`src/rtl/iterloop_pkg.sv`:
```
package iterloop_pkg;
  localparam int unsigned NUM_ST = 6;
  localparam int unsigned ST_WAIT  = 0;
  localparam int unsigned ST_SETUP = 1;
  localparam int unsigned ST_ABS   = 2;
  localparam int unsigned ST_CHK   = 3;
  localparam int unsigned ST_ITER  = 4;
  localparam int unsigned ST_MUL   = 5;

  localparam int unsigned SELY_W = 2;
  localparam logic [SELY_W-1:0] SELY_EXT = 2'b00;
  localparam logic [SELY_W-1:0] SELY_DEC = 2'b01;
  localparam logic [SELY_W-1:0] SELY_ABS = 2'b10;

  function automatic int unsigned pop_count(input logic [NUM_ST-1:0] v);
    int unsigned n = 0;
    for (int i = 0; i < NUM_ST; i++) n += int'(v[i]);
    return n;
  endfunction
endpackage

```
`src/rtl/iterloop_state_ff.sv`:
```
module iterloop_state_ff #(
  parameter logic RST_VAL = 1'b0
) (
  input  logic clk_i,
  input  logic rst_ni,
  input  logic clr_i,
  input  logic d_i,
  output logic q_o
);
  always_ff @(posedge clk_i or negedge rst_ni) begin
    if (!rst_ni)    q_o <= RST_VAL;
    else if (clr_i) q_o <= RST_VAL;
    else            q_o <= d_i;
  end
endmodule

```
`src/rtl/iterloop_demux2.sv`:
```
module iterloop_demux2 (
  input  logic tok_i,
  input  logic sel_i,
  output logic out0_o,
  output logic out1_o
);
  assign out0_o = tok_i & ~sel_i;
  assign out1_o = tok_i &  sel_i;
endmodule

```
`src/rtl/iterloop_out_dec.sv`:
```
module iterloop_out_dec
  import iterloop_pkg::*;
(
  input  logic [NUM_ST-1:0] st_i,
  output logic              ld_x_o,
  output logic              ld_y_o,
  output logic              sel_x_o,
  output logic [SELY_W-1:0] sel_y_o
);
  always_comb begin
    ld_x_o  = st_i[ST_SETUP] | st_i[ST_ITER];
    ld_y_o  = st_i[ST_SETUP] | st_i[ST_ABS] | st_i[ST_ITER];
    sel_x_o = st_i[ST_ITER];
    sel_y_o = SELY_EXT;
    if (st_i[ST_ABS])  sel_y_o = sel_y_o | SELY_ABS;
    if (st_i[ST_ITER]) sel_y_o = sel_y_o | SELY_DEC;
  end
endmodule

```
`src/rtl/iterloop_onehot_ctrl.sv`:
```
module iterloop_onehot_ctrl
  import iterloop_pkg::*;
(
  input  logic       clk_i,
  input  logic       rst_ni,
  input  logic       clr_i,
  input  logic       start_i,
  input  logic       k_i,
  output logic       ld_x_o,
  output logic       ld_y_o,
  output logic       sel_x_o,
  output logic [1:0] sel_y_o,
  output logic       onehot_err_o
);
  logic [NUM_ST-1:0] st_q;
  logic [NUM_ST-1:0] st_d;
  logic wait_stay, wait_go, chk_mul, chk_iter;

  iterloop_demux2 u_dmx_start (
    .tok_i (st_q[ST_WAIT]),
    .sel_i (start_i),
    .out0_o(wait_stay),
    .out1_o(wait_go)
  );

  iterloop_demux2 u_dmx_k (
    .tok_i (st_q[ST_CHK]),
    .sel_i (k_i),
    .out0_o(chk_mul),
    .out1_o(chk_iter)
  );

  always_comb begin
    st_d           = '0;
    st_d[ST_WAIT]  = wait_stay | st_q[ST_MUL];
    st_d[ST_SETUP] = wait_go;
    st_d[ST_ABS]   = st_q[ST_SETUP];
    st_d[ST_CHK]   = st_q[ST_ABS] | st_q[ST_ITER];
    st_d[ST_ITER]  = chk_iter;
    st_d[ST_MUL]   = chk_mul;
  end

  for (genvar i = 0; i < NUM_ST; i++) begin : g_st
    iterloop_state_ff #(.RST_VAL(i == ST_WAIT)) u_ff (
      .clk_i (clk_i),
      .rst_ni(rst_ni),
      .clr_i (clr_i),
      .d_i   (st_d[i]),
      .q_o   (st_q[i])
    );
  end

  iterloop_out_dec u_dec (
    .st_i   (st_q),
    .ld_x_o (ld_x_o),
    .ld_y_o (ld_y_o),
    .sel_x_o(sel_x_o),
    .sel_y_o(sel_y_o)
  );

  assign onehot_err_o = (pop_count(st_q) != 1);

  p_onehot_r9: assert property (@(posedge clk_i) disable iff (!rst_ni)
    ($countones(st_q) == 1) && !onehot_err_o);

  p_hold_wait_r2: assert property (@(posedge clk_i) disable iff (!rst_ni)
    (st_q[ST_WAIT] && !start_i && !clr_i) |=> st_q[ST_WAIT]);

  p_setup_ctrl_r3: assert property (@(posedge clk_i) disable iff (!rst_ni)
    st_q[ST_SETUP] |-> (ld_x_o && ld_y_o && !sel_x_o && sel_y_o == SELY_EXT));

  p_abs_after_setup_r4: assert property (@(posedge clk_i) disable iff (!rst_ni)
    (st_q[ST_SETUP] && !clr_i) |=> (st_q[ST_ABS] && ld_y_o && !ld_x_o));

  p_iter_on_k_r6: assert property (@(posedge clk_i) disable iff (!rst_ni)
    (st_q[ST_CHK] && k_i && !clr_i) |=> (st_q[ST_ITER] && sel_x_o));

  p_mul_on_nk_r7: assert property (@(posedge clk_i) disable iff (!rst_ni)
    (st_q[ST_CHK] && !k_i && !clr_i) |=> (st_q[ST_MUL] && !ld_x_o && !ld_y_o));

  p_clr_to_wait_r8: assert property (@(posedge clk_i) disable iff (!rst_ni)
    clr_i |=> (st_q[ST_WAIT] && !ld_x_o && !ld_y_o));
endmodule

```
`config.mk`:
```
export PLATFORM = sky130hd
export DESIGN_NAME = iterloop_onehot_ctrl
export DESIGN_NICKNAME = d
export VERILOG_FILES = /design/src/rtl/iterloop_pkg.sv /design/src/rtl/iterloop_state_ff.sv /design/src/rtl/iterloop_demux2.sv /design/src/rtl/iterloop_out_dec.sv /design/src/rtl/iterloop_onehot_ctrl.sv
export SDC_FILE = /design/constraint.sdc
export NUM_CORES = 1
export LEC_CHECK = 0
export ABC_AREA = 1
export BUFFER_PORTS_ARGS = -buffer_cell sky130_fd_sc_hd__buf_2
export CAP_MARGIN = 20
export CORE_AREA = 2 2 39 41
export DETAILED_ROUTE_END_ITERATION = 7
export DIE_AREA = 0 0 41 43
export GPL_TIMING_DRIVEN = 0
export REMOVE_ABC_BUFFERS = 1
export SYNTH_ARGS = -nofsm -noshare
export SYNTH_HDL_FRONTEND = slang
export SYNTH_SLANG_ARGS = --single-unit
```
`constraint.sdc`:
```
create_clock -name clk_i -period 7.27 [get_ports clk_i]
set_input_delay 0.3635 -clock clk_i [delete_from_list [all_inputs] [get_ports clk_i]]
set_output_delay 0.3635 -clock clk_i [all_outputs]
set_load 0.005 [all_outputs]
```
Word-level counts from Yosys, hierarchy flattened
Cells that the tools add are included.
- flip-flop bits (word level): 6
- output and inout bits: 6
- word-level logic and storage cells: 31
- equal/unequal tests: 1
- mux-type cells: 8
- $add $sub $neg: 5
- bitwise operators: 11
- operators with widths (operator ; count):
    $mux 1 ; 7
    $add 5x1->6 ; 1
    $ne 6x1->1 const B ; 1
    $add 4x1->5 ; 1
    $or 1x1->1 ; 5
    $add 3x1->4 ; 1
    $and 1x1->1 ; 4
    $add 2x1->3 ; 1
    $add 1x1->2 ; 1
    $mux 2 ; 1
    $not 1->1 ; 2

Logic depth before layout (Yosys ltp)
- word-level depth: 6
- depth in mapped cells: 8
- mapped depth without buffers: 8

By module
From an unflattened synthesis, not the netlist that was laid out.
- cell total of the unflattened synthesis: 51
- area, all modules: 412.9 sq um
- modules (own cells, without submodules) (module ; area an instance (sq um) ; cells an instance ; instances ; seq. area each (sq um)):
    iterloop_state_ff at g_st[1].u_ff ... ; 35.0 ; 3 ; 5 ; 25.0
    iterloop_onehot_ctrl ; 125.1 ; 17 ; 1 ; 0.0
    iterloop_out_dec ; 40.0 ; 7 ; 1 ; 0.0
    iterloop_state_ff at g_st[0].u_ff ; 37.5 ; 4 ; 1 ; 26.3
    iterloop_demux2 ; 17.5 ; 4 ; 2 ; 0.0

Least setup slack after synthesis
Ideal clock, no wire load.
- path type: register to output
- start: reg g_st[0].u_ff.q_o
- end: out onehot_err_o
- cell stages (with the launch flop): 8
- path slack: 4.593 ns
- arrival: 2.313 ns
- required time: 6.906 ns
- buffers on the path: 0
- cells stage by stage: dfstp_2 inv_1 fa_1 fa_1 inv_1 ha_1 fa_1 nand3b_1
- word-level cells in the longest chain between the ends: 6
- RTL lines (item ; line ; RTL):
    from (decl) ; iterloop_state_ff.sv:8 ; output logic q_o
    from (signal assigned) ; iterloop_state_ff.sv:13 ; else q_o <= d_i;
    $add 1x1->2 ; iterloop_pkg.sv:17 ; for (int i = 0; i < NUM_ST; i++) n += int'(v[i]);
    $add 2x1->3 ; iterloop_pkg.sv:17 ;
    $add 3x1->4 ; iterloop_pkg.sv:17 ;
    $add 4x1->5 ; iterloop_pkg.sv:17 ;
    $add 5x1->6 ; iterloop_pkg.sv:17 ;
    $ne 6x1->1 ; iterloop_onehot_ctrl.sv:61 ; assign onehot_err_o = (pop_count(st_q) != 1);
    to (decl) ; iterloop_onehot_ctrl.sv:13 ; output logic onehot_err_o
No other way between the ends.

Worst setup path in the final report
Same ends and word-level chain as after synthesis.

==> impl_summary.txt <==
----------------------------------------------------
[Critical path]
  Worst-case register-to-register setup slack ... 6.54 ns
  Crit Path Max Fanout ... 3
  Crit-path max cell delay ... 0.54 ns
  Data arrival time of the critical path ... 2.71 ns
  Data required time of the critical path ... 6.91 ns
  Origin of the critical flop-to-flop path ... g_st[0].u_ff.q_o
  Cell family with most CP delay ... adder cells
  Buffering stage count on the worst path with inverters included ... 3
  Cell-by-cell listing of the critical path ... inv_1 > fa_1 > fa_1 > inv_1 > ha_1 > fa_1 > nand3b_1 > buf_2
  Worst reg-to-reg path cell count ... 2
  Kind of critical path ... register to output port
  CP max stage cell ... dfstp_2
  Kind of launch point of the worst setup path ... register
  Crit end category ... output port
  Most common cell type on the critical path ... fa_1
  Endpoint of the worst-slack reg-to-reg timing path ... g_st[1].u_ff.q_o

[Floorplanning]
  I/O pin cnt ... 11
  X dimension of the die ... 41 µm
  Die footprint ... 1763 µm²
  Core region area ... 1384 µm²
  Die boundary height ... 43 µm
  Std-Cell Rows ... 14
  Initial Utilization ... 0.2486

[Drt]
  Number of routed nets with antenna violations ... 0
  Average wire per cell in the routed design ... 8.176 µm
  Detail-routed via count per cell ... 3.779
  Final wirelength ... 556 µm
  Remaining routing DRC violations ... 0
  Pre-antenna DRT Iters ... 2
  Total vias in the final route ... 257
  Initial DRC count ... 5

[Clocking]
  CTS tree ... built
  Clock Sinks ... 6
  Clock Latency Late Sink ... 0.24 ns
  CTS root buffer ... clkbuf_4
  Number of H-tree levels ... 1
  Post-CTS setup buffers ... 0
  Clk buf depth ... 2
  Total CTS buffers ... 3
  Reg clk slew, reported paths ... 0.04 ns

[Finish]
  Fill cell instance count of the final layout ... 160
  Synthesis-to-finish area growth ... 26.55%
  Final standard cell count with taps included and fillers excluded ... 68
  Combined area of the multi-input logic cells ... 136.4 µm²
  Register with the most flip-flops ... g_st.u_ff.q_o
  Area occupied by registers ... 151.4 µm²
  Diode insertion count for antenna repair ... 0
  Fin util ... 0.3146
  Ratio of cells with drive above 1 in the final layout ... 0.2692
  Max reg flops ... 6
  Largest registers ... g_st.u_ff.q_o x6
  Fin nets ... 62
  Final instance area ... 435.4 µm²

[Timing]
  Ratio of final minimum period to clock period ... 0.4227
  Worst Tran Pin Value ... 0.1438 ns
  Total Neg Setup Slack ... 0 ns
  Worst slew margin relative to its limit ... 0.9041
  Worst Hold Margin ... 0.2881 ns
  Final number of max-transition violations ... 0
  RSZ-0062 raised after global routing ... false
  Final-report hold violation count ... 0
  Peak clock frequency supported by timing ... 0.3255 GHz
  Max Clock Skew ... 0.005435 ns
  Setup violations, final ... 0
  Final critical-path required period ... 3.073 ns

[Synth]
  Post-synthesis instance area ... 344.1 µm²
  Most frequent cell after synthesis ... inv_1
  Asr flop ratio synth ... 1.000
  Cell type with the largest total area after synthesis ... dfrtp_1
  Leading cell types by count after synthesis ... 11 x inv_1, 8 x nor2_1, 7 x nand2_1
  Most used flip-flop cell after synthesis ... dfrtp_1
  Mean Syn Cell Area ... 8.823 µm²
  Number of distinct library cell variants in the gate-level netlist after synthesis ... 9
  Top post-synthesis cells by area ... dfrtp_1 36%, fa_1 17%, inv_1 12%
  Share of the yosys chip area belonging to registers ... 0.4400
  Synth Instances ... 39
  Count of flip-flops with a built-in enable after synthesis ... 0
  FF+latch count, synth ... 6
  Share of the synthesized area in the top cell type ... 0.3636
  Synth warn ... 0

[Power and ir drop]
  Clock share of power ... 0.406
  Leakage power ... 0.0002601 µW
  Psw ... 18.70 µW
  IR Drop Worst-Case VDD ... 0.08352 mV
  Power Dens Cells ... 184.0 nW/µm²
  Net switching fraction of the power ... 0.2334
  Comb power frac ... 0.147
  Proportion of power drawn by flip-flops and latches ... 0.447
  Internal portion of total power ... 61.42 µW

[Global routing]
  Global-route wire length before repair ... 910 µm
  Largest net degree at the start of global routing ... 7
  Antenna violations before repair ... 0
  Global-route usage over all layers ... 0.07841
  Vias in the first global route ... 246
  Total grt overflow ... 0

[Status]
  Outcome ... finished, final reports clean

[Placed design]
  Port Buffer Count ... 10
  Final RePlAce weighted congestion ... 0.6635
  Instance area at placement ... 399.1 µm²
  Instance count after placement with tap cells included ... 63
  Post-DP HPWL ... 479.6 µm

[Worst hold path]
  Tightest Hold Check Type ... primary input to register
  Hold Startpoint ... k_i
  Endpoint, Worst Hold ... g_st[5].u_ff.q_o
  Hold Path Depth ... 2

[Job]
  Max capacitance violation total ... 0

----------------------------------------------------
==> worst reg2reg max path: cells and delay by family, from the launching register on <==
family        cells  cell delay, ns
flops             1            0.54
simple gates      2            0.12
==> power by group through the flow <==
stage | Clock [µW] | Combinational, µW | Sequential (µW)
floorplan | 0 | 6.33 | 36.1
global placement | 0 | 11.4 | 36.2
detailed placement | 0 | 11.7 | 36.3
CTS | 34.8 | 12.2 | 35.8
global route | 35.9 | 14.6 | 36.0
finish | 32.5 | 11.8 | 35.8
==> what timing repair did <==
item / CTS / global route
hold endpoints to repair: 5 / 0
hold buffers: 1 / 0
gates resized for setup: 0 / 0
==> layer usage <==
| metal | part of all wire | global-route usage | vias to the layer above | wire length [µm] |
|---|---|---|---|---|
| met5 | 0 | 0 | - | 0 |
| met4 | 0 | 0.06000 | 0 | 0 |
| met3 | 0.076 | 0.01571 | 0 | 42 |
| met2 | 0.49 | 0.1125 | 7 | 271 |
| met1 | 0.44 | 0.09764 | 119 | 242 |
| li1 | - | - | 131 | - |
==> per-stage QoR <==
| step | total power (µW) | setup WS, ns |
|---|---|---|
| 3_5_place_dp | 48.02 | 4.437 |
| 2_1_floorplan | 42.46 | 4.593 |
| 5_1_grt | 86.50 | 4.053 |
| 3_3_place_gp | 47.61 | 4.464 |
| 6_report | 80.12 | 4.197 |
| 4_1_cts | 82.88 | 4.171 |
==> cell families after synthesis <==
| family | Yosys count | synth area share |
|---|---|---|
| simple gates | 16 | 0.1855 |
| fa+ha+maj | 4 | 0.2109 |
| flops | 6 | 0.4400 |
| buf+inv | 13 | 0.1636 |
==> how the worst max path moves through the flow <==
stage	from	endpoint	slack, ns	cells after the start
after floorplan	g_st[0].u_ff.q_o	onehot_err_o	4.59	7
after global placement	g_st[0].u_ff.q_o	onehot_err_o	4.46	8
after detailed placement	g_st[0].u_ff.q_o	onehot_err_o	4.44	8
after CTS	g_st[0].u_ff.q_o	onehot_err_o	4.17	8
after global routing	g_st[0].u_ff.q_o	onehot_err_o	4.05	8
final	g_st[0].u_ff.q_o	onehot_err_o	4.20	8
==> layout by cell type (no fill, tap or decap) <==
cell type	instances
clkbuf_1	1
ha_1	1
dfstp_2	1
buf_2	10
nand2_1	7
fa_1	3
nand3b_1	1
nor2_1	8
dlygate4sd3_1	1
inv_1	11
clkbuf_4	3
dfrtp_1	5
==> cell type report <==
cell class	instances	share of cell area
timing repair buffer	11	0.1379
clock buffer	4	0.06034
inverter	11	0.09483
multi-input combinational	20	0.3132
sequential	6	0.3477
tap	16	0.04598
No activity file was read; power rests on OpenSTA's default activity.
